===== src/rtl/refresh_pkg.sv =====
package refresh_pkg;
  typedef enum logic {
    SEL_IVAL = 1'b0,
    SEL_BASE = 1'b1
  } reg_sel_e;
endpackage


===== src/rtl/refresh_rst_sync.sv =====
module refresh_rst_sync (
  input  logic clk,
  input  logic rst_n,
  output logic rst_sync_n
);
  logic [1:0] stage_q;
  logic [1:0] stage_d;

  always_comb begin
    stage_d = {stage_q[0], 1'b1};
  end

  always_ff @(posedge clk or negedge rst_n) begin
    if (!rst_n) stage_q <= 2'b00;
    else        stage_q <= stage_d;
  end

  assign rst_sync_n = stage_q[1];
endmodule


===== src/rtl/refresh_timer.sv =====
module refresh_timer #(
  parameter int TMR_W = 10
) (
  input  logic             clk,
  input  logic             rst_n,
  input  logic             ival_we,
  input  logic [TMR_W-1:0] ival_wdata,
  output logic             expire
);
  localparam logic [TMR_W-1:0] ZERO = '0;

  logic [TMR_W-1:0] ival_q, ival_d;
  logic [TMR_W-1:0] cnt_q, cnt_d;

  always_comb begin
    ival_d = ival_q;
    cnt_d  = cnt_q;
    expire = 1'b0;
    if (ival_we) begin
      ival_d = ival_wdata;
      cnt_d  = ival_wdata;
    end else if (ival_q != ZERO) begin
      if (cnt_q == ZERO) begin
        expire = 1'b1;
        cnt_d  = ival_q;
      end else begin
        cnt_d = cnt_q - 1'b1;
      end
    end
  end

  always_ff @(posedge clk or negedge rst_n) begin
    if (!rst_n) begin
      ival_q <= ZERO;
      cnt_q  <= ZERO;
    end else begin
      ival_q <= ival_d;
      cnt_q  <= cnt_d;
    end
  end


  cnt_bound_chk: assert property (@(posedge clk) disable iff (!rst_n)
    1'b1 |=> (ival_q == ZERO) || (cnt_q <= ival_q));


  no_expire_off_chk: assert property (@(posedge clk) disable iff (!rst_n)
    (ival_q == ZERO && !ival_we) |=> (cnt_q == $past(cnt_q)));
endmodule


===== src/rtl/refresh_ctrl.sv =====
module refresh_ctrl (
  input  logic clk,
  input  logic rst_n,
  input  logic expire,
  input  logic ack,
  output logic req,
  output logic overrun,
  output logic step
);
  logic req_q, req_d;
  logic ovr_q, ovr_d;

  always_comb begin
    step  = req_q & ack;
    req_d = expire | (req_q & ~ack);
    ovr_d = ovr_q | (expire & req_q & ~ack);
  end

  always_ff @(posedge clk or negedge rst_n) begin
    if (!rst_n) begin
      req_q <= 1'b0;
      ovr_q <= 1'b0;
    end else begin
      req_q <= req_d;
      ovr_q <= ovr_d;
    end
  end

  assign req     = req_q;
  assign overrun = ovr_q;


  req_hold_chk: assert property (@(posedge clk) disable iff (!rst_n)
    (req_q && !ack) |=> req_q);


  ovr_sticky_chk: assert property (@(posedge clk) disable iff (!rst_n)
    ovr_q |=> ovr_q);
endmodule


===== src/rtl/refresh_rowgen.sv =====
module refresh_rowgen #(
  parameter int ROW_W  = 13,
  parameter int BASE_W = 13
) (
  input  logic              clk,
  input  logic              rst_n,
  input  logic              base_we,
  input  logic [BASE_W-1:0] base_wdata,
  input  logic              step,
  output logic [BASE_W+ROW_W-1:0] addr
);
  logic [ROW_W-1:0]  row_q, row_d;
  logic [BASE_W-1:0] base_q, base_d;

  always_comb begin
    row_d  = row_q;
    base_d = base_q;
    if (step)    row_d  = row_q + 1'b1;
    if (base_we) base_d = base_wdata;
  end

  always_ff @(posedge clk or negedge rst_n) begin
    if (!rst_n) begin
      row_q  <= '0;
      base_q <= '0;
    end else begin
      row_q  <= row_d;
      base_q <= base_d;
    end
  end

  assign addr = {base_q, row_q};


  row_step_chk: assert property (@(posedge clk) disable iff (!rst_n)
    step |=> row_q == ROW_W'($past(row_q) + 1'b1));


  row_hold_chk: assert property (@(posedge clk) disable iff (!rst_n)
    !step |=> $stable(row_q));
endmodule


===== src/rtl/refresh_addr_gen.sv =====
module refresh_addr_gen #(
  parameter int DATA_W = 16,
  parameter int TMR_W  = 10,
  parameter int ROW_W  = 13,
  parameter int BASE_W = 13
) (
  input  logic                    clk,
  input  logic                    rst_n,
  input  logic                    wr_en,
  input  logic                    wr_sel,
  input  logic [DATA_W-1:0]       wr_data,
  input  logic                    rfsh_ack,
  output logic                    rfsh_req,
  output logic [BASE_W+ROW_W-1:0] rfsh_addr,
  output logic                    rfsh_overrun
);
  import refresh_pkg::*;

  logic rst_int_n;
  logic ival_we, base_we;
  logic expire, step;

  always_comb begin
    ival_we = wr_en & (reg_sel_e'(wr_sel) == SEL_IVAL);
    base_we = wr_en & (reg_sel_e'(wr_sel) == SEL_BASE);
  end

  refresh_rst_sync u_rst (
    .clk        (clk),
    .rst_n      (rst_n),
    .rst_sync_n (rst_int_n)
  );

  refresh_timer #(.TMR_W(TMR_W)) u_timer (
    .clk        (clk),
    .rst_n      (rst_int_n),
    .ival_we    (ival_we),
    .ival_wdata (wr_data[TMR_W-1:0]),
    .expire     (expire)
  );

  refresh_ctrl u_ctrl (
    .clk     (clk),
    .rst_n   (rst_int_n),
    .expire  (expire),
    .ack     (rfsh_ack),
    .req     (rfsh_req),
    .overrun (rfsh_overrun),
    .step    (step)
  );

  refresh_rowgen #(.ROW_W(ROW_W), .BASE_W(BASE_W)) u_row (
    .clk        (clk),
    .rst_n      (rst_int_n),
    .base_we    (base_we),
    .base_wdata (wr_data[BASE_W-1:0]),
    .step       (step),
    .addr       (rfsh_addr)
  );


  ack_idle_chk: assert property (@(posedge clk) disable iff (!rst_int_n)
    (!rfsh_req && rfsh_ack && !base_we) |=> $stable(rfsh_addr));
endmodule


===== config.mk =====
export PLATFORM = sky130hd
export DESIGN_NAME = refresh_addr_gen
export DESIGN_NICKNAME = d
export VERILOG_FILES = /design/src/rtl/refresh_pkg.sv /design/src/rtl/refresh_rst_sync.sv /design/src/rtl/refresh_timer.sv /design/src/rtl/refresh_ctrl.sv /design/src/rtl/refresh_rowgen.sv /design/src/rtl/refresh_addr_gen.sv
export SDC_FILE = /design/constraint.sdc
export NUM_CORES = 1
export LEC_CHECK = 0
export ABC_AREA = 1
export ABC_CLOCK_PERIOD_IN_PS = 2800
export CAP_MARGIN = 10
export CORE_UTILIZATION = 45
export CTS_CLUSTER_SIZE = 28
export DETAILED_ROUTE_END_ITERATION = 7
export PLACE_DENSITY = 0.71
export SKIP_LAST_GASP = 1
export SYNTH_ARGS = -nofsm -noshare
export SYNTH_HDL_FRONTEND = slang
export SYNTH_SLANG_ARGS = --single-unit

===== constraint.sdc =====
create_clock -name clk -period 2.8 [get_ports clk]
set_clock_uncertainty 0.15 [all_clocks]
set_input_delay 0.28 -clock clk [delete_from_list [all_inputs] [get_ports clk]]
set_output_delay 0.28 -clock clk [all_outputs]
set_load 0.1 [all_outputs]

==> flow_summary_export.csv, run 1 <==
group,metric,value,unit
yosys,synth_cells,251,
clock_network,clockBufferDepth,2,
drt,drc_errors,0,
critical_path,setup.worst_path.class,"reg2reg",
floorplanning,chipWidth,75.3,um
power_and_ir_drop,combPwrFrac,37.8,%
sta,slew_headroom,59.9,%
global_routing,antenna_found_initial,0,
yosys,yosys_warnings,0,
yosys,syn_nets,274,
yosys,ys.flop_type,"dfrtp_1",
clock_network,cts.sinks,50,
cells_and_area,finalNetCount,326,
cells_and_area,layout.cells.non_filler,374,
yosys,synth-xor-area-share,5.07,%
power_and_ir_drop,leakagePower,1.43,nW
critical_path,crit_fanout,7,
cells_and_area,syn_to_final_growth,24.4,%
critical_path,critPathRequiredTime,2.85,ns
placed_design,gp_congestion,0.848,
drt,drtIter0Drc,86,
placed_design,io_buffers,45,
cells_and_area,drive_above_1_share,25.0,%
placed_design,post-dp-hpwl,3470,um
sta,rsz0062_at_grt,"no",
cells_and_area,final_common_cell,"nand2_1",
sta,max_freq,0.568,GHz
floorplanning,num_rows,26,
yosys,ys_seq_area_share,51.7,%
cells_and_area,diodes,0,
floorplanning,top_level_ports,49,
clock_network,cts_root_buf,"clkbuf_8",
yosys,synth_simple_gate_area_share,22.2,%
power_and_ir_drop,peakVddDrop,0.463,mV
critical_path,cp-end-kind,"flip-flop",
cells_and_area,fin_util,58.5,%
global_routing,grt_pass1_wl,7810,um
yosys,synth.cell_area,2420,um2
sta,hold_viol,0,
power_and_ir_drop,p_sw_share,41.7,%
critical_path,arrival,1.81,ns
clock_network,clk_latency,0.30,ns
job,cap_violations,0,
global_routing,track_usage,18.7,%
clock_network,cts_setup_buffers,0,
power_and_ir_drop,power_density,777,nW/um2
global_routing,grt-ovfl-total,0,
cells_and_area,n_fill_cell,493,
floorplanning,dieArea,5670,um2
yosys,synth_mux_area_share,6.51,%
sta,worstMarginPinSlew,0.602,ns
clock_network,numCtsBuffers,5,
drt,drt_wl_total,4730,um
yosys,synth-seq-cells,50,
power_and_ir_drop,p_int,1.36,mW
clock_network,cts_max_level,2,
yosys,synth_compound_area_share,7.60,%
floorplanning,die_y,75.3,um
power_and_ir_drop,p_seq_share,40.6,%
drt,antenna_left,0,
placed_design,post_dp_cell_area,2890,um2
hold_path,hold_class,"reg2reg",
placed_design,place_inst,365,
sta,finalSetupViolCount,0,
critical_path,crit_end,"u_timer.cnt_q[0]",
yosys,ys_types,28,
status,status,"complete, no violations",
drt,viasPerCell,4.81,
global_routing,grt_pass1_vias,1682,
yosys,synth_top_family_by_area,"simple AND/OR/NAND/NOR gates",
drt,dr_total_vias,1798,
floorplanning,core_area,5140,um2
sta,min_period_over_period,62.9,%
global_routing,grt_start_max_net_pins,49,
critical_path,critPathLaunchType,"flip-flop",
sta,finalSetupTns,0,ns
sta,fin_crit,1.76,ns
critical_path,setup.worst_path.start,"u_timer.cnt_q[0]",
drt,wl_per_cell,12.6,um
critical_path,rr_startpoint,"u_timer.cnt_q[0]",
critical_path,reg2reg_depth,7,
drt,dr.pass1.iters,4,
yosys,synthArstFlopShare,100,%
clock_network,cts_tree,"built",
power_and_ir_drop,switchingPower,0.976,mW
cells_and_area,final_area,3010,um2
sta,slew_viol_final,0,
floorplanning,initial_core_util,47.1,%
yosys,synth_edf_count,0,
yosys,synthAdderAreaFrac,1.03,%
critical_path,r2r_setup_slack,1.04,ns
yosys,syn_avg_cell_area,9.64,um2
power_and_ir_drop,pwr-share-clk,21.6,%
cells_and_area,final_cell_mix,"nand2_1 (55), dfrtp_1 (49), inv_1 (30), buf_4 (30), clkdlybuf4s50_1 (17)",
critical_path,rr_endpoint,"u_timer.cnt_q[0]",
clock_network,clk_pin_slew,0.09,ns
power_and_ir_drop,total_power,2.34,mW
state kept, by name (all words and copies together), names as in the netlist:
register	cells
u_timer.ival_q	10
u_timer.cnt_q	10
u_ctrl.overrun	1
u_rst.stage_q	2
u_row.row_q	13
u_row.base_q	13
u_ctrl.req	1
how the worst min path moves through the flow:
stage          depth (start not counted)  slack [ns]        startpoint          endpoint
2_1_floorplan                          0       -0.17             rst_n  u_rst.stage_q[0]
3_3_place_gp                           0        0.19  u_rst.stage_q[0]  u_rst.stage_q[1]
3_5_place_dp                           0        0.19  u_rst.stage_q[0]  u_rst.stage_q[1]
4_1_cts                                0        0.21  u_rst.stage_q[0]  u_rst.stage_q[1]
5_1_grt                                0        0.22  u_rst.stage_q[0]  u_rst.stage_q[1]
6_report                               0        0.21  u_rst.stage_q[0]  u_rst.stage_q[1]
critical path: stages (launching register included):
cell      delay, ns
dfrtp_1        0.38
inv_1          0.12
ha_1           0.29
nand3_4        0.14
nor3_4         0.30
nand2_1        0.09
o211ai_1       0.11
nand2_1        0.07
synthesized netlist by cell type, drive strengths merged (3+ instances only):
cell    instances  area [um2]
nand2          59         231
dfrtp          50        1250
inv            33         124
nor2           22         133
o21ai          18        90.1
nand3          15         103
mux2           14         158
xnor2           8        70.1
o211ai          7        52.6
xor2            6        52.6
a21oi           4        23.8
buf             3        15.0
nand4           3        18.8
routing by layer:
metal | global-route usage [%] | up-vias | routed length, um
met1 | 26.3 | 839 | 2240
met3 | 3.44 | 8 | 187
met5 | 0 | - | 0
li1 | - | 910 | -
met4 | 7.41 | 0 | 83
met2 | 28.8 | 41 | 2220
timing repair:
item / CTS / global route
hold buffers: 1 / 0
endpoints found under the hold margin: 2 / 0
gates resized for setup: 0 / 0
power groups by stage:
stage,combinational [mW],clock (mW),sequential [mW]
3_5_place_dp,0.884,0,0.963
3_3_place_gp,0.873,0,0.960
2_1_floorplan,0.386,0,1.27
4_1_cts,0.889,0.523,0.950
5_1_grt,0.961,0.549,0.965
6_report,0.884,0.506,0.950
per-stage QoR:
step	worst slack [ns]	hold WS, ns
final	1.04	0.205
after floorplan	0.585	-0.166
after CTS	1.05	0.210
after detailed placement	0.792	0.188
after global routing	0.929	0.215
after global placement	0.816	0.186
cell families (layout without fill, tap and decap cells):
kind of cell             Yosys count  count (layout)
multiplexers                      14              14
AO/OA/AOI/OAI                     31              31
AND/OR/NAND/NOR                  103             103
buffers and inverters             36              89
flip-flops                        50              50
other                              1               1
adder cells (fa/ha/maj)            2               2
XOR/XNOR                          14              14
final cells by class:
type / count / area, um2 / area share (%)
flip-flops and latches: 50 / 1250 / 41.6
clock inverters: 2 / 37.5 / 1.25
repair buffers: 48 / 405 / 13.5
inverters: 33 / 124 / 4.12
clock buffers: 6 / 72.6 / 2.41
multi-input cells: 165 / 1030 / 34.2
well taps: 70 / 87.6 / 2.91
Note: power is estimated with default switching activity, not from simulation.
==> inputs of run 2 (changes only) <==
--- a/config.mk
+++ b/config.mk
@@ -6,12 +6,12 @@
 export NUM_CORES = 1
 export LEC_CHECK = 0
 export ABC_AREA = 1
-export ABC_CLOCK_PERIOD_IN_PS = 2800
+export ABC_CLOCK_PERIOD_IN_PS = 1550
 export CAP_MARGIN = 10
 export CORE_UTILIZATION = 45
 export CTS_CLUSTER_SIZE = 28
 export DETAILED_ROUTE_END_ITERATION = 7
-export PLACE_DENSITY = 0.71
+export PLACE_DENSITY = 0.74
 export SKIP_LAST_GASP = 1
 export SYNTH_ARGS = -nofsm -noshare
 export SYNTH_HDL_FRONTEND = slang
==> constraint.sdc (replaced) <==
create_clock -name clk -period 1.55 [get_ports clk]
set_clock_uncertainty 0.15 [all_clocks]
set_input_delay 0.155 -clock clk [delete_from_list [all_inputs] [get_ports clk]]
set_output_delay 0.155 -clock clk [all_outputs]
set_load 0.1 [all_outputs]
==> run 2 against run 1 <==
Against the previous run:
- setup slack lost 1.0 ns
- routed wire length grew 18%
- first-iteration DRC count grew 9.3%
- largest power group is now combinational cells
- highest routed layer unchanged
==> flow_summary_export.csv, run 2 (synthesis gave the netlist of run 1 again) <==
group,metric,value,unit
clock_network,cts_tree,"built",
power_and_ir_drop,peakVddDrop,1.07,mV
critical_path,path_cells,"inv_2, ha_4, nand3_4, nor2_4, nand3_4, o211ai_1, nand2_1",
power_and_ir_drop,switchingPower,1.94,mW
floorplanning,die_y,75.3,um
cells_and_area,final_common_cell,"nand2_1",
floorplanning,core_area,5140,um2
cells_and_area,final_cell_mix,"nand2_1 (54), dfrtp_1 (37), buf_12 (31), inv_1 (26), buf_4 (23)",
cells_and_area,syn_to_final_growth,51.8,%
sta,slew_viol_final,0,
critical_path,cp_slowest_cell,"dfrtp_1",
critical_path,crit_buf_inv,1,
global_routing,grt_start_max_net_pins,24,
placed_design,io_buffers,45,
drt,dr_total_vias,1965,
global_routing,antenna_found_initial,0,
clock_network,numCtsBuffers,5,
critical_path,critPathMostFrequentCell,"nand3_4",
drt,wl_per_cell,14.0,um
floorplanning,num_rows,26,
placed_design,gp_congestion,0.857,
global_routing,grt_pass1_vias,1959,
hold_path,hold_class,"reg2async",
floorplanning,initial_core_util,47.1,%
critical_path,cp-end-kind,"flip-flop",
power_and_ir_drop,p_sw_share,40.0,%
cells_and_area,reg.largest.list,"u_row.base_q (13), u_row.row_q (13)",
drt,drtIter0Drc,94,
power_and_ir_drop,combPwrFrac,43.7,%
global_routing,grt_pass1_wl,9030,um
drt,drt_wl_total,5570,um
cells_and_area,final_area,3670,um2
power_and_ir_drop,p_int,2.91,mW
placed_design,post_dp_cell_area,3500,um2
drt,drc_errors,0,
status,status,"complete, no violations",
job,cap_violations,0,
clock_network,cts_root_buf,"clkbuf_8",
cells_and_area,n_fill_cell,398,
cells_and_area,drive_above_1_share,37.2,%
sta,worst_slack,0.00851,ns
global_routing,track_usage,21.8,%
clock_network,cts_max_level,2,
drt,dr.pass1.iters,4,
critical_path,critPathLaunchType,"flip-flop",
floorplanning,dieArea,5670,um2
critical_path,arrival,1.58,ns
critical_path,setup.worst_path.class,"reg2reg",
sta,fin_crit,1.54,ns
clock_network,clk_latency,0.31,ns
global_routing,grt-ovfl-total,0,
critical_path,cpLargestDelayFamily,"simple AND/OR/NAND/NOR gates",
drt,antenna_left,0,
floorplanning,chipWidth,75.3,um
clock_network,clockBufferDepth,2,
power_and_ir_drop,leakagePower,1.65,nW
power_and_ir_drop,power_density,1320,nW/um2
cells_and_area,finalNetCount,350,
critical_path,crit_fanout,6,
placed_design,post-dp-hpwl,4140,um
critical_path,reg2reg_depth,7,
clock_network,clk_pin_slew,0.09,ns
critical_path,critPathRequiredTime,1.59,ns
drt,viasPerCell,4.94,
sta,whs,0.0436,ns
sta,finalSetupViolCount,0,
power_and_ir_drop,pwr-share-clk,19.5,%
sta,hold_viol,0,
sta,max_freq,0.649,GHz
sta,min_period_over_period,99.5,%
floorplanning,top_level_ports,49,
critical_path,cp.depth,7,
placed_design,place_ws,-0.106,ns
power_and_ir_drop,p_seq_share,36.8,%
cells_and_area,diodes,0,
sta,finalSetupTns,0,ns
clock_network,cts.sinks,50,
critical_path,worst_path_largest_cell_delay,0.41,ns
sta,rsz0062_at_grt,"yes",
-- run 2: worst paths after layout --
kind                                    endpoint  slack (ns)        startpoint
worst max register to register  u_timer.cnt_q[1]       0.009  u_timer.cnt_q[0]
worst min-delay path              u_row.row_q[4]        0.04  u_rst.stage_q[1]
worst max-delay path            u_timer.cnt_q[1]       0.009  u_timer.cnt_q[0]
worst min register to register    u_row.row_q[4]        0.04  u_rst.stage_q[1]
min in group clk                u_rst.stage_q[1]        0.20  u_rst.stage_q[0]
max in group asynchronous       u_timer.cnt_q[6]        0.70  u_rst.stage_q[1]
-- run 2: power groups by stage --
stage	logic, mW	clock network (mW)	registers (mW)
floorplan	0.703	0	2.32
global placement	1.97	0	1.79
detailed placement	2.00	0	1.81
CTS	2.07	0.970	1.78
global route	2.28	1.01	1.81
finish	2.12	0.945	1.78
-- run 2: layout make-up --
type / count / area [um2] / area share (%)
Clock inverter: 1 / 30.0 / 0.817
Tap cell: 70 / 87.6 / 2.38
Clock buffer: 7 / 86.3 / 2.35
Timing Repair Buffer: 72 / 973 / 26.5
Multi-Input combinational cell: 165 / 1090 / 29.7
Inverter: 33 / 124 / 3.37
Sequential cell: 50 / 1280 / 34.9
-- run 2: metal layers --
layer | GRT usage, % | up-vias | routed length [um]
met4 | 7.41 | 0 | 102
met1 | 29.8 | 946 | 2450
li1 | - | 954 | -
met2 | 34.6 | 54 | 2760
met3 | 5.03 | 11 | 257
met5 | 0 | - | 0
-- run 2: stage by stage --
step | power, mW | util, % | cells
3_3_place_gp | 3.76 | 68.1 | 389
5_1_grt | 5.10 | 71.5 | 398
4_1_cts | 4.83 | 71.2 | 398
6_report | 4.84 | 71.5 | 398
3_5_place_dp | 3.81 | 68.1 | 389
2_1_floorplan | 3.02 | - | 251
-- run 2: what timing repair did --
action,CTS,global route
setup buffers,0,0
setup endpoints to repair,9,11
endpoints found under the hold margin,2,0
pin swaps,4,7
hold buffers,1,0
resized for setup,7,7
==> inputs of run 3 (changes only) <==
--- a/config.mk
+++ b/config.mk
@@ -9,6 +9,7 @@
 export ABC_CLOCK_PERIOD_IN_PS = 1550
 export CAP_MARGIN = 10
 export CORE_UTILIZATION = 45
+export CTS_CLUSTER_DIAMETER = 200
 export CTS_CLUSTER_SIZE = 28
 export DETAILED_ROUTE_END_ITERATION = 7
 export PLACE_DENSITY = 0.74
==> results of run 3 <==
Same layout as run 2: the final DEF is identical, and so are final timing and power.
